## config.mk

```make
export PLATFORM = sky130hd
export DESIGN_NAME = hdlc_tx_pool
export DESIGN_NICKNAME = d
export VERILOG_FILES = /design/src/rtl/hdlc_txp_pkg.sv /design/src/rtl/hdlc_txp_store.sv /design/src/rtl/hdlc_txp_ctrl.sv /design/src/rtl/hdlc_txp_ser.sv /design/src/rtl/hdlc_tx_pool.sv
export SDC_FILE = /design/constraint.sdc
export NUM_CORES = 1
export LEC_CHECK = 0
export ABC_AREA = 1
export BUFFER_PORTS_ARGS = -buffer_cell sky130_fd_sc_hd__buf_2
export CAP_MARGIN = 10
export CORE_ASPECT_RATIO = 0.7
export CORE_MARGIN = 2
export CORE_UTILIZATION = 37
export CTS_BUF_LIST = sky130_fd_sc_hd__clkbuf_4
export DETAILED_ROUTE_END_ITERATION = 16
export HOLD_SLACK_MARGIN = 0.06
export PLACE_DENSITY = 0.54
export SYNTH_ARGS = -nofsm -noshare
export SYNTH_HDL_FRONTEND = slang
export SYNTH_SLANG_ARGS = --single-unit
```

## constraint.sdc

```tcl
create_clock -name clk -period 6.35 [get_ports clk]
set_input_delay 0.9525 -clock clk [delete_from_list [all_inputs] [get_ports clk]]
set_output_delay 0.9525 -clock clk [all_outputs]
set_load 0.01 [all_outputs]
```

## src/rtl/hdlc_txp_pkg.sv

```systemverilog
package hdlc_txp_pkg;

  typedef enum logic [1:0] {
    TXP_IDLE = 2'd0,
    TXP_SEND = 2'd1,
    TXP_LOOP = 2'd2
  } txp_state_e;

  // command bit positions (host-visible encoding)
  localparam int CMD_W     = 5;
  localparam int CMD_SWRST = 0;
  localparam int CMD_TXRST = 1;
  localparam int CMD_RAW   = 2;
  localparam int CMD_FRM   = 3;
  localparam int CMD_RPT   = 4;

  // byte lanes in one host word write
  localparam int LANES     = 2;

endpackage

```

## src/rtl/hdlc_txp_store.sv

```systemverilog
module hdlc_txp_store
  import hdlc_txp_pkg::*;
#(
  parameter  int DEPTH = 32,
  localparam int AW    = $clog2(DEPTH),
  localparam int CW    = $clog2(DEPTH + 1)
) (
  input  logic                 clk,
  input  logic                 rst_n,
  input  logic                 wr_en,
  input  logic                 wr_word,
  input  logic [8*LANES-1:0]   wr_data,
  input  logic                 flush,
  input  logic                 pop,
  input  logic [AW-1:0]        rd_off,
  output logic [7:0]           rd_byte,
  output logic [CW-1:0]        count,
  output logic                 ovf
);

  logic [7:0]    mem [DEPTH];
  logic [AW-1:0] wr_ptr_q, wr_ptr_d;
  logic [AW-1:0] rd_ptr_q, rd_ptr_d;
  logic [CW-1:0] count_q, count_d;
  logic          ovf_q, ovf_d;
  logic [CW:0]   room_need;
  logic          accept, reject;

  function automatic logic [AW-1:0] wrap_add(input logic [AW-1:0] p,
                                             input logic [AW-1:0] s);
    logic [AW:0] t;
    t = {1'b0, p} + {1'b0, s};
    if (t >= (AW+1)'(DEPTH)) t = t - (AW+1)'(DEPTH);
    return t[AW-1:0];
  endfunction

  // admission: the whole write fits or nothing is stored
  always_comb begin
    room_need = {1'b0, count_q} + (wr_word ? (CW+1)'(2) : (CW+1)'(1));
    accept    = wr_en && !flush && (room_need <= (CW+1)'(DEPTH));
    reject    = wr_en && !flush && !accept;
  end

  // per-lane write enables and addresses
  logic          lane_we   [LANES];
  logic [AW-1:0] lane_addr [LANES];

  for (genvar l = 0; l < LANES; l++) begin : g_lane
    assign lane_we[l]   = accept && ((l == 0) || wr_word);
    assign lane_addr[l] = wrap_add(wr_ptr_q, AW'(l));
  end

  always_ff @(posedge clk) begin
    for (int l = 0; l < LANES; l++) begin
      if (lane_we[l]) mem[lane_addr[l]] <= wr_data[8*l +: 8];
    end
  end

  always_comb begin
    wr_ptr_d = wr_ptr_q;
    rd_ptr_d = rd_ptr_q;
    count_d  = count_q;
    ovf_d    = ovf_q;
    if (flush) begin
      wr_ptr_d = '0;
      rd_ptr_d = '0;
      count_d  = '0;
      ovf_d    = 1'b0;
    end else begin
      if (accept) begin
        wr_ptr_d = wrap_add(wr_ptr_q, wr_word ? AW'(2) : AW'(1));
        count_d  = room_need[CW-1:0];
      end
      if (pop) begin
        rd_ptr_d = wrap_add(rd_ptr_q, AW'(1));
        count_d  = count_d - CW'(1);
      end
      if (reject) ovf_d = 1'b1;
    end
  end

  always_ff @(posedge clk or negedge rst_n) begin
    if (!rst_n) begin
      wr_ptr_q <= '0;
      rd_ptr_q <= '0;
      count_q  <= '0;
      ovf_q    <= 1'b0;
    end else begin
      wr_ptr_q <= wr_ptr_d;
      rd_ptr_q <= rd_ptr_d;
      count_q  <= count_d;
      ovf_q    <= ovf_d;
    end
  end

  assign rd_byte = mem[wrap_add(rd_ptr_q, rd_off)];
  assign count   = count_q;
  assign ovf     = ovf_q;

  // fill never exceeds capacity
  a_r3_count_bound: assert property (@(posedge clk) disable iff (!rst_n)
    count_q <= CW'(DEPTH));

  // a write into a full pool leaves the fill unchanged and flags it
  a_r8_full_reject: assert property (@(posedge clk) disable iff (!rst_n)
    (wr_en && !flush && !pop && count_q == CW'(DEPTH))
      |=> (count_q == $past(count_q)) && ovf_q);

  // overflow is sticky until a flush
  a_r8_ovf_sticky: assert property (@(posedge clk) disable iff (!rst_n)
    (ovf_q && !flush) |=> ovf_q);

endmodule

```

## src/rtl/hdlc_txp_ctrl.sv

```systemverilog
module hdlc_txp_ctrl
  import hdlc_txp_pkg::*;
#(
  parameter  int DEPTH = 32,
  localparam int AW    = $clog2(DEPTH),
  localparam int CW    = $clog2(DEPTH + 1)
) (
  input  logic             clk,
  input  logic             rst_n,
  input  logic             cmd_we,
  input  logic [CMD_W-1:0] cmd,
  input  logic             irq_ack,
  input  logic [CW-1:0]    count,
  input  logic             ser_empty,
  output logic             flush,
  output logic             ser_clr,
  output logic             ld,
  output logic             pop,
  output logic [AW-1:0]    rd_off,
  output logic             loop_on,
  output logic             irq
);

  txp_state_e    st_q, st_d;
  logic [AW-1:0] lp_q, lp_d;
  logic          irq_q, irq_d;
  logic          rst_cmd, stop_cmd, loop_cmd, plain_cmd, has_data, done;
  logic [CW-1:0] lp_nx;

  always_comb begin
    rst_cmd   = cmd_we && (cmd[CMD_SWRST] || cmd[CMD_TXRST]);
    loop_cmd  = cmd[CMD_RAW] && cmd[CMD_RPT];
    plain_cmd = (cmd[CMD_RAW] || cmd[CMD_FRM]) && !loop_cmd;
    stop_cmd  = cmd_we && !rst_cmd && (st_q == TXP_LOOP) && !cmd[CMD_RPT];
    has_data  = (count != '0);
    flush     = rst_cmd;
    ser_clr   = rst_cmd || stop_cmd;
    ld        = !ser_clr && ser_empty && (st_q != TXP_IDLE) && has_data;
    pop       = ld && (st_q == TXP_SEND);
    done      = !ser_clr && (st_q == TXP_SEND) && ser_empty && !has_data;
    rd_off    = (st_q == TXP_LOOP) ? lp_q : '0;
    lp_nx     = CW'(lp_q) + CW'(1);
  end

  always_comb begin
    st_d  = st_q;
    lp_d  = lp_q;
    irq_d = irq_q;
    if (ser_clr) begin
      st_d = TXP_IDLE;
      lp_d = '0;
    end else if (st_q == TXP_IDLE && cmd_we && loop_cmd && has_data) begin
      st_d = TXP_LOOP;
      lp_d = '0;
    end else if (st_q == TXP_IDLE && cmd_we && plain_cmd) begin
      st_d = TXP_SEND;
    end else if (done) begin
      st_d = TXP_IDLE;
    end else if (ld && st_q == TXP_LOOP) begin
      lp_d = (lp_nx >= count) ? '0 : lp_q + AW'(1);
    end
    if (rst_cmd || done) irq_d = 1'b1;
    else if (irq_ack)    irq_d = 1'b0;
  end

  always_ff @(posedge clk or negedge rst_n) begin
    if (!rst_n) begin
      st_q  <= TXP_IDLE;
      lp_q  <= '0;
      irq_q <= 1'b0;
    end else begin
      st_q  <= st_d;
      lp_q  <= lp_d;
      irq_q <= irq_d;
    end
  end

  assign loop_on = (st_q == TXP_LOOP);
  assign irq     = irq_q;

  // a reset command leaves the block idle with the interrupt raised
  a_r7_reset_cmd: assert property (@(posedge clk) disable iff (!rst_n)
    rst_cmd |=> (st_q == TXP_IDLE) && irq_q);

  // interrupt holds until acknowledged
  a_r9_irq_hold: assert property (@(posedge clk) disable iff (!rst_n)
    (irq_q && !irq_ack) |=> irq_q);

  // a command without the repeat bit ends the loop
  a_r6_loop_stop: assert property (@(posedge clk) disable iff (!rst_n)
    (st_q == TXP_LOOP && cmd_we && !cmd[CMD_RPT]) |=> (st_q == TXP_IDLE));

  // no loop on an empty pool
  a_r10_no_empty_loop: assert property (@(posedge clk) disable iff (!rst_n)
    (st_q == TXP_IDLE && cmd_we && count == '0) |=> (st_q != TXP_LOOP));

endmodule

```

## src/rtl/hdlc_txp_ser.sv

```systemverilog
module hdlc_txp_ser #(
  parameter  int W  = 8,
  localparam int NW = $clog2(W + 1)
) (
  input  logic         clk,
  input  logic         rst_n,
  input  logic         clr,
  input  logic         load,
  input  logic [W-1:0] din,
  input  logic         bit_en,
  output logic         tx_bit,
  output logic         tx_valid,
  output logic         empty
);

  logic [W-1:0]  sh_q, sh_d;
  logic [NW-1:0] n_q, n_d;

  always_comb begin
    sh_d = sh_q;
    n_d  = n_q;
    if (clr) begin
      n_d = '0;
    end else if (load) begin
      sh_d = din;
      n_d  = NW'(W);
    end else if (n_q != '0 && bit_en) begin
      sh_d = {1'b0, sh_q[W-1:1]};
      n_d  = n_q - NW'(1);
    end
  end

  always_ff @(posedge clk or negedge rst_n) begin
    if (!rst_n) begin
      sh_q <= '0;
      n_q  <= '0;
    end else begin
      sh_q <= sh_d;
      n_q  <= n_d;
    end
  end

  assign tx_bit   = sh_q[0];
  assign tx_valid = (n_q != '0);
  assign empty    = (n_q == '0);

  // without a strobe the current bit is held
  a_r2_hold_bit: assert property (@(posedge clk) disable iff (!rst_n)
    (tx_valid && !bit_en && !clr) |=> $stable(tx_bit) && tx_valid);

  // a load presents a payload bit on the next cycle
  a_r2_load_valid: assert property (@(posedge clk) disable iff (!rst_n)
    (load && !clr) |=> tx_valid);

endmodule

```

## src/rtl/hdlc_tx_pool.sv

```systemverilog
module hdlc_tx_pool
  import hdlc_txp_pkg::*;
#(
  parameter int DEPTH = 32
) (
  input  logic             clk,
  input  logic             rst_n,
  input  logic             wr_en,
  input  logic             wr_word,
  input  logic [15:0]      wr_data,
  input  logic             cmd_we,
  input  logic [CMD_W-1:0] cmd_data,
  input  logic             irq_ack,
  input  logic             bit_en,
  output logic             tx_bit,
  output logic             tx_valid,
  output logic             loop_on,
  output logic             pool_ready,
  output logic             overflow
);

  localparam int AW = $clog2(DEPTH);
  localparam int CW = $clog2(DEPTH + 1);

  logic          flush, ser_clr, ld, pop, ser_empty;
  logic [AW-1:0] rd_off;
  logic [7:0]    rd_byte;
  logic [CW-1:0] fill;

  hdlc_txp_store #(.DEPTH(DEPTH)) u_store (
    .clk     (clk),
    .rst_n   (rst_n),
    .wr_en   (wr_en),
    .wr_word (wr_word),
    .wr_data (wr_data),
    .flush   (flush),
    .pop     (pop),
    .rd_off  (rd_off),
    .rd_byte (rd_byte),
    .count   (fill),
    .ovf     (overflow)
  );

  hdlc_txp_ctrl #(.DEPTH(DEPTH)) u_ctrl (
    .clk       (clk),
    .rst_n     (rst_n),
    .cmd_we    (cmd_we),
    .cmd       (cmd_data),
    .irq_ack   (irq_ack),
    .count     (fill),
    .ser_empty (ser_empty),
    .flush     (flush),
    .ser_clr   (ser_clr),
    .ld        (ld),
    .pop       (pop),
    .rd_off    (rd_off),
    .loop_on   (loop_on),
    .irq       (pool_ready)
  );

  hdlc_txp_ser #(.W(8)) u_ser (
    .clk      (clk),
    .rst_n    (rst_n),
    .clr      (ser_clr),
    .load     (ld),
    .din      (rd_byte),
    .bit_en   (bit_en),
    .tx_bit   (tx_bit),
    .tx_valid (tx_valid),
    .empty    (ser_empty)
  );

  // while looping with no host activity the pool fill is unchanged
  a_r5_loop_keeps_data: assert property (@(posedge clk) disable iff (!rst_n)
    (loop_on && !wr_en && !cmd_we) |=> $stable(fill));

endmodule

```

==> results.md <==
- GRT Total Usage: 0.2417
- Post-synthesis mux area share: 0
- Detail Route Antenna Nets: 0
- PD cells: between 200 and 300 nW/um^2
- Syn_nets: between 1500 and 2000
- Synthesized instance count: 1837
- Filler Cell Count: approximately 4200
- Distinct cells, synth: between 40 and 50
- Number of iterations in the first detailed-routing pass: 8
- Post_cts resized: 0
- Async set or reset register ratio after synthesis: 0.1263
- Max FO, Critical Path: 26
- Syn Area/Cell: roughly 8.7 sq um
- Vias in the first global route: approximately 12000
- Post-CTS setup buffers: 0
- Global-route wire length before repair: roughly 80000 um
- Slew Viols, Final: 0
- Post-cts hold buffer count: 0
- Fin crit period: between 4000 and 5000 ps
- Detailed placement HPWL: approximately 34000 um
- Vias: 13710
- Starting Density: 0.3769
- Achievable Freq: about 0.23 GHz
- Gpl congestion: approximately 0.9
- Worst R2R End: u_ser.sh_q[0]
- Worst-path clk slew: about 70 ps
- Max-cap violations: 0
- Status: finished, final reports clean
- Dpl cells: 2310
- Number of I/O port buffers: 32
- Highest-delay cell along the critical path: nor2_8
- RSZ-0062 raised after global routing: no
- Final instance area: roughly 18000 sq um
- Pre-CTS setup slack: between 1000 and 1500 ps
- Crit-path cells: buf_2 > buf_4 > inv_2 > ha_1 > fa_1 > inv_1 > nand2_1 > nand2_1 > nand2_1 > nor2_1 > nand2_1 > nand2_4 > nand3_4 > nor2_8 > nand3_1 > nand2_1
- Clk buf depth: 3
- Drt total wl: 53720 um
- Placed cell area: between 15000 and 20000 sq um
- Root Driver: clkbuf_4
- I/O Pins: 33
- Largest net degree at the start of global routing: 67
- WP data required: between 6000 and 7000 ps
- CTS tree: done
- Syn-to-layout area delta: 9.617%
- Synthesized cell area: 16020 sq um
- Setup Skew: 68.00 ps
- Synth Area in Compound Gates: 0.1814
- Tot Pwr: 5.033 mW
- Post-synth EDFFs: 256
- Finished Layout Cells: 2450
- Post-synthesis xor/xnor area fraction: 0.005469
- Seq/Total Area, Yosys: 0.5378
- Crit. End Element: flop
- Post-synthesis simple-gate area fraction: 0.1909
- Primary FF master, synth: edfxtp_1
- Crit path capture: u_store.mem[1][5]
- Initial DRC Count: between 1500 and 2000
- Final setup vio count: 0
- Worst-Margin Slew: about 1100 ps
- FF/Latch Area: between 8000 and 9000 sq um
- Flops & latches, synth: 293
- HP Class: in2async
- Final setup TNS: 0 ps
- Worst slew margin: 0.2800
- Peak supply drop: 0.0001080 V
- # DRC: 0
- R2R Setup Slk: between 2000 and 2500 ps
- Fin nets: about 1900
- CP Class: in2reg
- Critical Path Most Common Cell: nand2_1
- CTS H-tree lvls: 3
- Setup crit start kind: primary input
- Die width: 252.7 um
- CTS buffer count: just under 80
- Period utilization: 0.6706
- Post-Synth Adder-Cell Area: 0.01703
- Initial antenna violation count: 3
- Crit path DAT: 4670 ps
- Vias per cell: 5.594
- Leakage power: 7.122 nW
- Most frequent cells in the layout: nand2_1, o21ai_0, edfxtp_1
- Total grt overflow: 0
- Worst R2R Start: u_ctrl.st_q[0]
- Share of layout cells above drive strength 1: 0.1265
- Count of final hold-check violations: 0
- Depth of the most critical reg-to-reg path: 15
- Yosys warns: 0
- Commonest non-fill, non-tap cell in the layout: nand2_1
- Worst Slack Setup Final: 2092 ps
- Multi-input gate area: between 6000 and 7000 sq um
- Clock Latency Late Sink: ~790 ps
- Max stage delay on crit path: roughly 530 ps
- Clk sink count: just under 300
- Floorplan core area: 42490 sq um
- WL/cell: 21.93 um
- Die area: approximately 45000 sq um
- CP Launch Point: wr_word
- Die Y: 178.1 um
- Largest family of logic cells by synthesized area: simple AND/OR/NAND/NOR gates
- # rows: 63
## cell families (layout without fill, tap and decap cells)
| kind of cell | Yosys count | count (layout) |
|---|---|---|
| other cells | 0 | 1 |
| fa+ha+maj | 20 | 20 |
| xor+xnor | 10 | 10 |
| buf+inv | 268 | 328 |
| simple gates | 706 | 706 |
| flops | 293 | 293 |
| compound gates | 540 | 540 |
## worst min-delay path by stage
stage	to	startpoint	cells past startpoint	slack (ps)
2_1_floorplan	u_store.rd_ptr_q[4]	u_store.rd_ptr_q[4]	1	430
3_3_place_gp	u_store.rd_ptr_q[4]	u_store.rd_ptr_q[4]	1	450
3_5_place_dp	u_store.rd_ptr_q[4]	u_store.rd_ptr_q[4]	1	460
4_1_cts	u_store.count[1]	rst_n	1	300
5_1_grt	u_store.count[1]	rst_n	1	360
6_report	u_store.count[1]	rst_n	1	330
## cell usage after synthesis (3+ instances only)
master	n	share of area
buf_1	13	0.0030
nor2_4	3	0.0021
nor2_8	3	0.0038
nand2_2	10	0.0039
o21ai_1	30	0.0094
nor2_1	169	0.040
nand3_1	54	0.017
nand3_2	3	0.0019
ha_1	17	0.013
buf_2	24	0.0075
o211ai_1	35	0.016
o22ai_1	52	0.020
nor3_1	4	0.0013
o21ai_0	379	0.12
o31ai_1	4	0.0019
xor2_1	8	0.0044
fa_1	3	0.0038
buf_6	3	0.0021
nand2_1	430	0.10
edfxtp_1	256	0.48
a22oi_1	4	0.0019
inv_1	123	0.029
dfrtp_1	37	0.058
clkbuf_1	95	0.022
a21oi_1	29	0.0091
nand4_1	7	0.0027
a32o_1	4	0.0025
nand3_4	9	0.0098
nor2_2	7	0.0027
inv_2	4	0.00094
## state kept, by name, indices dropped and copies added, names as in the netlist
name              flops
u_store.wr_ptr_q      5
u_ctrl.irq            1
u_store.count         6
u_store.ovf           1
u_store.rd_ptr_q      5
u_ser.sh_q            8
u_ctrl.st_q           2
u_store.mem         256
u_ser.n_q             4
u_ctrl.lp_q           5
## critical path, delay by kind of cell
family	cells	cell delay [ps]
adders and majority gates	2	730
and+or+nand+nor	10	2320
buffers and inverters	4	640
## stage by stage
stage | util | hold slack (ps)
floorplan | - | 433.5
global placement | 0.3886 | 446.7
global route | 0.4132 | 356.1
detailed placement | 0.3886 | 460.8
finish | 0.4132 | 326.2
CTS | 0.4128 | 295.9
## where the power goes
group | internal [mW] | leakage [nW] | switching, mW
registers | 2.18 | 2.81 | 0.0499
logic | 0.268 | 3.70 | 0.742
clock network | 0.954 | 0.617 | 0.839
total | 3.40 | 7.12 | 1.63
## final cells by class
| class | count | area share |
|---|---|---|
| flip-flops and latches | 293 | 0.4906 |
| multi-input cells | 1276 | 0.3618 |
| clock buffers | 123 | 0.05260 |
| well taps | 552 | 0.03934 |
| inverters | 129 | 0.02780 |
| repair buffers | 61 | 0.02152 |
| clock inverters | 15 | 0.006201 |
| diodes | 1 | 0.0001425 |
## layer usage
layer | GRT usage | wire length, um
met1 | 0.3697 | 24580
met2 | 0.3110 | 20510
met3 | 0.08332 | 7245
met4 | 0.07791 | 1388
met5 | 0 | 0
No activity file was read; power rests on OpenSTA's default activity.
